==> src/rtl/cw3_pkg.sv <==
package cw3_pkg;
  localparam int BYTE_W  = 8;
  localparam int DEV_W   = 6;
  localparam int CLASS_W = 2;

  typedef enum logic [2:0] {
    S_IDLE, S_START, S_SETUP, S_BITLO, S_BITHI, S_HOLD, S_HALT, S_FINISH
  } cw3_state_e;

  typedef struct packed {
    logic capture;
    logic loadByte;
    logic shiftBit;
    logic sampleBit;
    logic storeByte;
    logic publish;
  } cw3_strobe_t;
endpackage

==> src/rtl/cw3_control.sv <==
module cw3_control
  import cw3_pkg::*;
#(
  parameter int MAX_BYTES = 2,
  parameter int TIME_W    = 8,
  localparam int IDX_W    = $clog2(MAX_BYTES + 1)
) (
  input  logic              clk,
  input  logic              rstN,
  input  logic              startReq,
  input  logic              rdNotWr,
  input  logic [IDX_W-1:0]  byteCount,
  input  logic [TIME_W-1:0] lowCycles,
  input  logic [TIME_W-1:0] highCycles,
  input  logic [TIME_W-1:0] setupCycles,
  input  logic [TIME_W-1:0] holdCycles,
  input  logic [TIME_W-1:0] haltCycles,
  output cw3_strobe_t       strb,
  output logic [IDX_W-1:0]  curIdx,
  output logic [IDX_W-1:0]  nextIdx,
  output logic              bitPhase,
  output logic              busClk,
  output logic              busMode,
  output logic              busDataOe,
  output logic              busy,
  output logic              done
);
  localparam logic [IDX_W-1:0] MAXI = IDX_W'(MAX_BYTES);

  cw3_state_e        state;
  logic [TIME_W-1:0] tmr;
  logic [2:0]        bitIdx;
  logic [IDX_W-1:0]  byteIdx;
  logic [IDX_W-1:0]  lastIdx;
  logic              readLat;
  logic              tmrDone;

  function automatic logic [TIME_W-1:0] span(input logic [TIME_W-1:0] n);
    return (n == '0) ? '0 : n - TIME_W'(1);
  endfunction

  assign tmrDone = (tmr == '0);
  assign curIdx  = byteIdx;
  assign nextIdx = (state == S_START) ? '0 : byteIdx + IDX_W'(1);

  always_ff @(posedge clk or negedge rstN) begin
    if (!rstN) begin
      state   <= S_IDLE;
      tmr     <= '0;
      bitIdx  <= '0;
      byteIdx <= '0;
      lastIdx <= '0;
      readLat <= 1'b0;
    end else if (state == S_IDLE) begin
      if (startReq) begin
        state   <= S_START;
        readLat <= rdNotWr;
        lastIdx <= (byteCount > MAXI) ? MAXI : byteCount;
        byteIdx <= '0;
        tmr     <= '0;
      end
    end else if (!tmrDone) begin
      tmr <= tmr - TIME_W'(1);
    end else begin
      case (state)
        S_START: begin
          state <= S_SETUP;
          tmr   <= span(setupCycles);
        end
        S_SETUP: begin
          state  <= S_BITLO;
          bitIdx <= '0;
          tmr    <= span(lowCycles);
        end
        S_BITLO: begin
          state <= S_BITHI;
          tmr   <= span(highCycles);
        end
        S_BITHI: begin
          if (bitIdx == 3'd7) begin
            state <= S_HOLD;
            tmr   <= span(holdCycles);
          end else begin
            bitIdx <= bitIdx + 3'd1;
            state  <= S_BITLO;
            tmr    <= span(lowCycles);
          end
        end
        S_HOLD: begin
          if (byteIdx == lastIdx) begin
            state <= S_FINISH;
          end else begin
            byteIdx <= byteIdx + IDX_W'(1);
            if (byteIdx == '0) begin
              state <= S_SETUP;
              tmr   <= span(setupCycles);
            end else begin
              state <= S_HALT;
              tmr   <= span(haltCycles);
            end
          end
        end
        S_HALT: begin
          state <= S_SETUP;
          tmr   <= span(setupCycles);
        end
        default: state <= S_IDLE;
      endcase
    end
  end

  always_comb begin
    strb           = '0;
    strb.capture   = (state == S_IDLE) && startReq;
    strb.loadByte  = (state == S_START) ||
                     (state == S_HOLD && tmrDone && byteIdx != lastIdx);
    strb.shiftBit  = (state == S_BITHI) && tmrDone;
    strb.sampleBit = (state == S_BITLO) && tmrDone && readLat && byteIdx != '0;
    strb.storeByte = (state == S_HOLD) && tmrDone && readLat && byteIdx != '0;
    strb.publish   = (state == S_FINISH) && readLat;
  end

  assign busy      = (state != S_IDLE) && (state != S_FINISH);
  assign done      = (state == S_FINISH);
  assign bitPhase  = (state == S_BITLO) || (state == S_BITHI);
  assign busMode   = busy;
  assign busClk    = busy && !(state == S_HALT || state == S_BITLO ||
                               (state == S_SETUP && byteIdx == '0));
  assign busDataOe = !(busy && readLat && byteIdx != '0);

  // done is a single-cycle pulse
  a_r8_done_pulse: assert property (@(posedge clk) disable iff (!rstN)
    done |=> !done);
  // busy falling is always accompanied by done
  a_r8_done_after_busy: assert property (@(posedge clk) disable iff (!rstN)
    $fell(busy) |-> done);
  // a request while busy leaves the latched transaction untouched
  a_r9_ignore_start: assert property (@(posedge clk) disable iff (!rstN)
    (busy && startReq) |=> ($stable(lastIdx) && $stable(readLat)));
  // halt intervals only precede data bytes two and later
  a_r6_halt_late_only: assert property (@(posedge clk) disable iff (!rstN)
    (state == S_HALT) |-> (byteIdx >= IDX_W'(2)));
  // after the eighth bit high interval, the hold interval follows
  a_r4_eight_bits: assert property (@(posedge clk) disable iff (!rstN)
    (state == S_BITHI && tmrDone && bitIdx == 3'd7) |=> (state == S_HOLD));
  // a transaction never runs past the clamped byte count
  a_r10_count_bound: assert property (@(posedge clk) disable iff (!rstN)
    busy |-> (byteIdx <= lastIdx && lastIdx <= MAXI));
endmodule

==> src/rtl/cw3_datapath.sv <==
module cw3_datapath
  import cw3_pkg::*;
#(
  parameter int MAX_BYTES = 2,
  localparam int IDX_W    = $clog2(MAX_BYTES + 1),
  localparam int DEPTH    = 2 ** IDX_W
) (
  input  logic                        clk,
  input  logic                        rstN,
  input  cw3_strobe_t                 strb,
  input  logic [IDX_W-1:0]            curIdx,
  input  logic [IDX_W-1:0]            nextIdx,
  input  logic [DEV_W-1:0]            devAddr,
  input  logic [CLASS_W-1:0]          regClass,
  input  logic [BYTE_W*MAX_BYTES-1:0] wrData,
  input  logic                        busDataIn,
  input  logic                        busy,
  input  logic                        bitPhase,
  input  logic                        busDataOe,
  output logic                        busData,
  output logic [BYTE_W*MAX_BYTES-1:0] rdData,
  output logic                        rdValid
);
  logic [BYTE_W-1:0] addrLat;
  logic [BYTE_W-1:0] wrLat [DEPTH];
  logic [BYTE_W-1:0] rxBuf [DEPTH];
  logic [BYTE_W-1:0] txShift;
  logic [BYTE_W-1:0] rxShift;
  logic [IDX_W-1:0]  loadSel;
  logic [IDX_W-1:0]  storeSel;

  assign loadSel  = nextIdx - IDX_W'(1);
  assign storeSel = curIdx - IDX_W'(1);

  always_ff @(posedge clk or negedge rstN) begin
    if (!rstN) begin
      addrLat <= '0;
      txShift <= '0;
      rxShift <= '0;
      rdData  <= '0;
      rdValid <= 1'b0;
      for (int i = 0; i < DEPTH; i++) begin
        wrLat[i] <= '0;
        rxBuf[i] <= '0;
      end
    end else begin
      rdValid <= 1'b0;
      if (strb.capture) begin
        addrLat <= {devAddr, regClass};
        for (int i = 0; i < DEPTH; i++) begin
          wrLat[i] <= (i < MAX_BYTES) ? wrData[BYTE_W*i +: BYTE_W] : '0;
          rxBuf[i] <= '0;
        end
      end
      if (strb.loadByte)
        txShift <= (nextIdx == '0) ? addrLat : wrLat[loadSel];
      else if (strb.shiftBit)
        txShift <= {1'b1, txShift[BYTE_W-1:1]};
      if (strb.sampleBit)
        rxShift <= {busDataIn, rxShift[BYTE_W-1:1]};
      if (strb.storeByte)
        rxBuf[storeSel] <= rxShift;
      if (strb.publish) begin
        rdValid <= 1'b1;
        for (int k = 0; k < MAX_BYTES; k++)
          rdData[BYTE_W*k +: BYTE_W] <= rxBuf[k];
      end
    end
  end

  assign busData = busy && busDataOe && (bitPhase ? txShift[0] : 1'b1);

  // rdValid is a single-cycle pulse
  a_r7_valid_pulse: assert property (@(posedge clk) disable iff (!rstN)
    rdValid |=> !rdValid);
  // the data line is never driven high while released
  a_r7_released_low: assert property (@(posedge clk) disable iff (!rstN)
    !busDataOe |-> !busData);
  // read data is held until the next publish
  a_r7_rd_hold: assert property (@(posedge clk) disable iff (!rstN)
    !$past(strb.publish) |-> $stable(rdData));
endmodule

==> src/rtl/cw3_master.sv <==
module cw3_master
  import cw3_pkg::*;
#(
  parameter int MAX_BYTES = 2,
  parameter int TIME_W    = 8,
  localparam int IDX_W    = $clog2(MAX_BYTES + 1)
) (
  input  logic                        clk,
  input  logic                        rstN,
  input  logic                        startReq,
  input  logic                        rdNotWr,
  input  logic [DEV_W-1:0]            devAddr,
  input  logic [CLASS_W-1:0]          regClass,
  input  logic [IDX_W-1:0]            byteCount,
  input  logic [BYTE_W*MAX_BYTES-1:0] wrData,
  input  logic [TIME_W-1:0]           lowCycles,
  input  logic [TIME_W-1:0]           highCycles,
  input  logic [TIME_W-1:0]           setupCycles,
  input  logic [TIME_W-1:0]           holdCycles,
  input  logic [TIME_W-1:0]           haltCycles,
  input  logic                        busDataIn,
  output logic                        busClk,
  output logic                        busData,
  output logic                        busDataOe,
  output logic                        busMode,
  output logic                        busy,
  output logic                        done,
  output logic [BYTE_W*MAX_BYTES-1:0] rdData,
  output logic                        rdValid
);
  cw3_strobe_t      strb;
  logic [IDX_W-1:0] curIdx;
  logic [IDX_W-1:0] nextIdx;
  logic             bitPhase;

  cw3_control #(.MAX_BYTES(MAX_BYTES), .TIME_W(TIME_W)) u_control (
    .clk(clk), .rstN(rstN), .startReq(startReq), .rdNotWr(rdNotWr),
    .byteCount(byteCount), .lowCycles(lowCycles), .highCycles(highCycles),
    .setupCycles(setupCycles), .holdCycles(holdCycles), .haltCycles(haltCycles),
    .strb(strb), .curIdx(curIdx), .nextIdx(nextIdx), .bitPhase(bitPhase),
    .busClk(busClk), .busMode(busMode), .busDataOe(busDataOe),
    .busy(busy), .done(done)
  );

  cw3_datapath #(.MAX_BYTES(MAX_BYTES)) u_datapath (
    .clk(clk), .rstN(rstN), .strb(strb), .curIdx(curIdx), .nextIdx(nextIdx),
    .devAddr(devAddr), .regClass(regClass), .wrData(wrData),
    .busDataIn(busDataIn), .busy(busy), .bitPhase(bitPhase),
    .busDataOe(busDataOe), .busData(busData), .rdData(rdData), .rdValid(rdValid)
  );

  // the data line holds still while the clock is high inside a bit
  a_r4_stable_high: assert property (@(posedge clk) disable iff (!rstN)
    (bitPhase && busClk && $past(bitPhase && busClk)) |-> $stable(busData));
  // mode is high throughout a transaction
  a_r11_mode_busy: assert property (@(posedge clk) disable iff (!rstN)
    (busy && $past(busy)) |-> (busMode && $past(busMode)));
  // idle outputs are quiet
  a_r1_idle_quiet: assert property (@(posedge clk) disable iff (!rstN)
    (!busy && !done) |-> (!busClk && !busData && !busMode && busDataOe));
endmodule

==> config.mk <==
export PLATFORM = sky130hd
export DESIGN_NAME = cw3_master
export DESIGN_NICKNAME = d
export VERILOG_FILES = /design/src/rtl/cw3_pkg.sv /design/src/rtl/cw3_control.sv /design/src/rtl/cw3_datapath.sv /design/src/rtl/cw3_master.sv
export SDC_FILE = /design/constraint.sdc
export NUM_CORES = 1
export LEC_CHECK = 0
export BUFFER_PORTS_ARGS = -buffer_cell sky130_fd_sc_hd__buf_4
export CAP_MARGIN = 20
export CORE_ASPECT_RATIO = 0.75
export CORE_MARGIN = 2
export CORE_UTILIZATION = 30
export DETAILED_ROUTE_END_ITERATION = 10
export GPL_TIMING_DRIVEN = 0
export HOLD_SLACK_MARGIN = 0.15
export MAX_ROUTING_LAYER = met4
export SKIP_CTS_REPAIR_TIMING = 1
export SYNTH_ARGS = -nofsm -noshare
export SYNTH_HDL_FRONTEND = slang
export SYNTH_SLANG_ARGS = --single-unit
==> constraint.sdc <==
create_clock -name clk -period 3.55 [get_ports clk]
set_input_delay 0.5325 -clock clk [delete_from_list [all_inputs] [get_ports clk]]
set_output_delay 0.5325 -clock clk [all_outputs]
set_load 0.005 [all_outputs]
[Yosys cells after proc, flatten, opt, wreduce, memory -nomap -nowiden]
Index checks and enable logic that the tools add are counted.
Operators by class
  add/subtract/negate cells: 10
  order comparisons: 4
  eq/ne operators: 16
  muxes and demuxes: 41
  bitwise gates (word level): 3
  reductions and logical operators: 45
Operator list (count)
  8-bit two-way mux: 17
  32-bit two-way mux: 2
  8-bit zero test: 6
  8-bit by 1-bit subtractor with 8-bit output (second input constant): 6
  8-bit case mux with 5 select lines: 1
  32-bit bitwise mux: 1
  3-bit two-way mux: 7
  1-bit logical AND: 18
  8-bit binary-select mux with 2-bit select: 1
  8-bit demux with 2-bit select: 1
  3-bit equality test (second input constant): 5
  3-bit case mux with 5 select lines: 1
  2-bit two-way mux: 7
  2-bit nonzero test: 5
  4-bit AND reduction: 2
  7-bit inequality test (second input constant): 1
  3-bit by 2-bit equality test with 1-bit output (second input constant): 2
  3-bit >= comparator (second input constant): 2
  2-bit inequality test (second input constant): 3
  2-bit NOT with 3-bit output: 2
  3-bit case mux with 2 select lines: 1
  2-bit zero test: 2
  1-bit logical OR: 4
  4-bit inequality test (second input constant): 1
  17 further kinds: 21
Word-level totals
  register bits: 108
  bits of input ports: 71
  output and inout bits: 23
  word-level logic and storage cells: 136

[Longest topological paths before layout]
  depth in word-level cells: 9
  mapped depth: 11
  mapped depth without buffers: 8

[Modules after synthesis]
A second synthesis with hierarchy kept.
Unflattened totals
  cells, all modules: 540
  area total of the unflattened synthesis: 5386.4 sq um
Modules (own cells, without submodules)
  cw3_datapath: instances 1, cells an instance 225, area an instance 3046.7 sq um, seq. area each 1826.8 sq um
  cw3_control: instances 1, cells an instance 315, area an instance 2339.7 sq um, seq. area each 475.5 sq um

[Worst setup path before layout]
OpenSTA, ideal clock, no wires.
  path type: register -> register
  start point: reg u_control.tmr[0]
  end point: reg u_datapath.txShift[0]
  setup time: 0.126 ns
  arrival: 2.350 ns
  required time: 3.424 ns
  setup slack: 1.074 ns
  cell stages (with the launch flop): 9
  buffers on the path: 1
  clock period less this slack: 2.476 ns
  cell sequence: dfrtp_1 inv_1 ha_1 or4b_4 or4_4 buf_6 nor3_4 nor3b_1 a221o_1
On the way
  cells in the longest elaborated chain, start to end: 5
  elaborated cells between the ends (all ways): 7
  those cells by class: 1 x mux; 6 x reduce/logical
RTL lines
  start: declaration: line cw3_control.sv:31  | logic [TIME_W-1:0] tmr;
  start signal: assignment: line cw3_control.sv:63  | tmr <= tmr - TIME_W'(1);
  start signal: assignment: line cw3_control.sv:68  | tmr <= span(setupCycles);
  start signal: assignment: line cw3_control.sv:73  | tmr <= span(lowCycles);
  8-bit zero test (*): line cw3_control.sv:42  | assign tmrDone = (tmr == '0);
  1-bit logical AND (2 in series): line cw3_control.sv:116  | (state == S_HOLD && tmrDone && byteIdx != lastIdx);
  1-bit logical OR: line cw3_control.sv:115  | strb.loadByte = (state == S_START) ||
  8-bit two-way mux / 2-bit nonzero test (equally long branches)
  end signal: assignment: line cw3_datapath.sv:56  | txShift <= (nextIdx == '0) ? addrLat : wrLat[loadSel];
  end signal: assignment: line cw3_datapath.sv:58  | txShift <= {1'b1, txShift[BYTE_W-1:1]};
  end: declaration: line cw3_datapath.sv:27  | logic [BYTE_W-1:0] txShift;
Mark *: on every way between the ends. The rest lies on a longest branch, timed or not.
A chain may end at the register's enable or synchronous reset.

[Worst setup path in the final report]
  start point: reg u_control.state[1]
  end point: reg u_datapath.txShift[0]
On the way
  cells in the longest elaborated chain, start to end: 9
  elaborated cells between the ends (all ways): 17
  those cells by class: 1 x add/sub; 3 x eq/ne; 6 x mux; 1 x bitwise; 6 x reduce/logical
RTL lines
  start: declaration: line cw3_control.sv:30  | cw3_state_e state;
  start signal: assignment: line cw3_control.sv:48  | state <= S_IDLE;
  start signal: assignment: line cw3_control.sv:56  | state <= S_START;
  start signal: assignment: line cw3_control.sv:67  | state <= S_SETUP;
  3-bit by 1-bit equality test with 1-bit output: line cw3_control.sv:44, cw3_control.sv:115
  2-bit two-way mux: line cw3_control.sv:44  | assign nextIdx = (state == S_START) ? '0 : byteIdx + IDX_W'(1);
  2-bit by 1-bit subtractor with 2-bit output: line cw3_datapath.sv:32  | assign loadSel = nextIdx - IDX_W'(1);
  2-bit NOT with 3-bit output (not written as such): line cw3_datapath.sv:56
  8-bit binary-select mux with 2-bit select: line cw3_datapath.sv:56
  8-bit two-way mux (not written as such) (2 in series): line cw3_datapath.sv:56
  8-bit two-way mux: line cw3_datapath.sv:56
  8-bit two-way mux: line cw3_datapath.sv:55  | if (strb.loadByte)
Several ways; a longest one is shown, not always the timed one. The select of a mux whose other input is x is not followed.

==> key figures <==
Run status
  • Status: finished, final reports clean

Floorplan
  • Cell Rows: 42
  • Die Ht: 119.3 um
  • Area of the core: 17,500 sq um
  • Starting density of the core: 30.39%
  • Die W: 157.8 um
  • Die area: 18,820 sq um
  • I/O pin count: 94

Synth
  • Syn_nets: 638
  • Asr flop ratio synth: 100.0%
  • Post-synth EDFFs: 0
  • Fraction of the yosys area taken by sequential cells: 43.28%
  • Top cells by area, synth: dfrtp_1 43%, mux2_2 9.1%, o21ai_0 5.2%
  • Most used DFF post-synth: dfrtp_1
  • Count of state elements after synthesis: 92
  • Synth area leader: dfrtp_1
  • YS warnings: 0
  • Synth unique cells: 65
  • Mapped Avg Cell Area: 9.671 sq um
  • Cell area after synthesis: 5319 sq um
  • Post-synth top area share: 43.28%
  • Synth Instances: 550

Placed design
  • Post-place setup slack: 0.6969 ns
  • Post-DP HPWL: 10.25 mm
  • RePlAce Congestion: 0.8728
  • Input/output buffers: 93

Setup path
  • Setup Crit Path Kind: reg2reg
  • Type of element launching the critical path: register
  • Worst path slowest cell: clkbuf_1
  • WP data required: 3.83 ns
  • Critical Path Max Stage Delay: 0.50 ns
  • CP top delay family: buffers and inverters
  • Arrival time worst endpoint: 3.10 ns
  • Max FO, Critical Path: 10
  • CP dominant cell by count: clkbuf_1
  • WP buf/inv: 4
  • Crit path capture type: register
  • CP Cell Sequence: clkbuf_1 > nor2_1 > a21oi_1 > clkbuf_1 > inv_1 > ha_1 > buf_1 > nand2b_1 > o21ai_0 > a221o_1

Cells and area
  • Final net count: 744
  • Share of cells above drive strength 1: 26.06%
  • Most frequent cells in the layout: 94 x buf_4, 92 x dfrtp_1, 55 x o21ai_0
  • Diodes inserted: 0
  • Area Overhead vs Synth: 25.08%
  • # fillers: 1,779
  • Commonest non-fill, non-tap cell in the layout: buf_4

Timing
  • Hold WS: 0.4192 ns
  • Tmin final: 2.825 ns
  • Max transition margin: 43.13%
  • Fin. max-slew vios: 0
  • Setup_tns: 0 ns
  • Endpoints failing hold: 0
  • # setup viols final: 0
  • Worst-Margin Slew: 0.8442 ns
  • RSZ-0062 raised after global routing: false
  • Worst setup margin: 0.7248 ns
  • Final clock skew: 0.007843 ns
  • Fmax: 354.0 MHz
  • Tcrit/Tclk final: 79.58%

GRT
  • Grt ovf: 0
  • Pin count of the biggest net entering global routing: 68
  • GR Util met1: 21.67%
  • Vias in the first global route: 4,338
  • Global-route usage over all layers: 15.02%
  • M2 GR Usage: 22.17%
  • Grt met3 use: 3.166%
  • Initial antenna violation count: 0
  • GR peak layer: met2
  • First-pass GRT wire length: 22.05 mm

Power and ir drop
  • Combinational share of power: 7.6%
  • Power share of the sequential group: 48.1%
  • Sw Share: 22.83%
  • PD cells: 327.7 nW/um^2
  • Net switching power: 0.0004978 W
  • Pint: 0.001682 W
  • Leak Pwr: 3.017 nW
  • Peak supply drop: 0.2239 mV
  • Part of the power in the clock network: 44.2%

Clocking
  • Htree depth: 3
  • Clk Latency, worst-skew pair: 0.34 ns
  • Clk buf depth: 2
  • CTS tree: built
  • Clock Pin Slew Worst Setup and Hold Paths: 0.07 ns
  • Root Buffer: clkbuf_16
  • CTS buffer count: 9
  • TritonCTS Sinks: 92

Drt
  • Final ANT Viol Nets: 0
  • Final wirelength: 13.24 mm
  • Drc violations: 0
  • Initial DRT Pass Iterations: 5
  • DRT iter0 DRCs: 263
  • Vias per std cell: 4.950
  • DR WL/cell: 14.67 um
  • Total number of vias: 4,465

Flow run
  • Max Cap Viol: 0

Hold path
  • Tightest Hold Check Type: in2reg
## power groups by stage
stage | logic (W) | registers (W) | clock network, W
final | 0.000166 | 0.00105 | 0.000964
after global routing | 0.000185 | 0.00105 | 0.00104
after CTS | 0.000168 | 0.00105 | 0.000994
after detailed placement | 0.000167 | 0.00107 | 0
after global placement | 0.000163 | 0.00107 | 0
after floorplan | 0.0000490 | 0.00107 | 0
## cells in the mapped netlist, types with 9 or more instances
master and number:
o21ai_0 55, nor3_1 17, mux2i_1 22, nand3_1 21, inv_1 32, mux2_2 43, nand2_1 50, nor4_1 11
nand2b_1 12, a21oi_1 19, dfrtp_1 92, ha_1 17, xnor2_1 9, o22ai_1 9, clkbuf_1 18, nor2_1 23
## cell type report
type	count	area, sq um	area share [%]
well taps	242	302.8	4.551
flip-flops and latches	92	2302	34.61
inverters	32	120.1	1.806
clock buffers	9	225.2	3.385
clock inverters	6	70.07	1.053
repair buffers	95	735.7	11.06
plain buffers	24	105.1	1.580
multi-input cells	402	2791	41.96
## registers in the layout, indices dropped and copies added (netlist names)
name / flops
u_control.bitIdx: 3
u_datapath.rdValid: 1
u_control.lastIdx: 2
u_datapath.rdData: 16
u_datapath.txShift: 8
u_datapath.rxShift: 8
u_control.curIdx: 2
u_control.tmr: 8
u_control.readLat: 1
u_datapath.wrLat: 16
u_datapath.addrLat: 8
u_control.state: 3
u_datapath.rxBuf: 16
## cells by family (layout without fill, tap and decap cells)
| group | count (synthesis) | after routing | synth area share (%) |
|---|---|---|---|
| DFF | 92 | 92 | 43.28 |
| and+or+nand+nor | 177 | 177 | 18.07 |
| adders and majority gates | 17 | 17 | 3.999 |
| buffers and inverters | 56 | 166 | 4.234 |
| AOI/OAI and AO/OA | 132 | 132 | 15.36 |
| muxes | 65 | 65 | 13.24 |
| xor gates and xnor gates | 11 | 11 | 1.811 |
## through the flow
| stage | cells | util [%] | total power, W | cell area [sq um] |
|---|---|---|---|---|
| after CTS | 901 | 37.96 | 0.002211 | 6643 |
| after floorplan | 550 | - | 0.001119 | 5319 |
| after detailed placement | 886 | 36.27 | 0.001236 | 6347 |
| after global routing | 902 | 38.02 | 0.002272 | 6653 |
| after global placement | 885 | 36.11 | 0.001233 | 6320 |
| final | 902 | 38.02 | 0.002180 | 6653 |
## layer usage
layer,vias to the layer above,share of wire (%)
met1,2143,51
met3,9,4.8
met2,107,44
met5,-,0
li1,2206,-
met4,0,0.54
## final timing paths
kind / startpoint / endpoint / slack [ns] / cells after the start
min in group asynchronous: rstN / u_control.tmr[5] / 0.67 / 2
max in group asynchronous: rstN / u_datapath.wrLat[31] / 2.22 / 3
setup reg to reg: u_control.state[1] / u_datapath.txShift[0] / 0.72 / 10
hold / removal: wrData[12] / u_datapath.wrLat[20] / 0.42 / 2
setup / recovery: u_control.state[1] / u_datapath.txShift[0] / 0.72 / 10
hold reg to reg: u_datapath.rxShift[4] / u_datapath.rxShift[4] / 0.48 / 2
(Power assumes the default switching activity.)
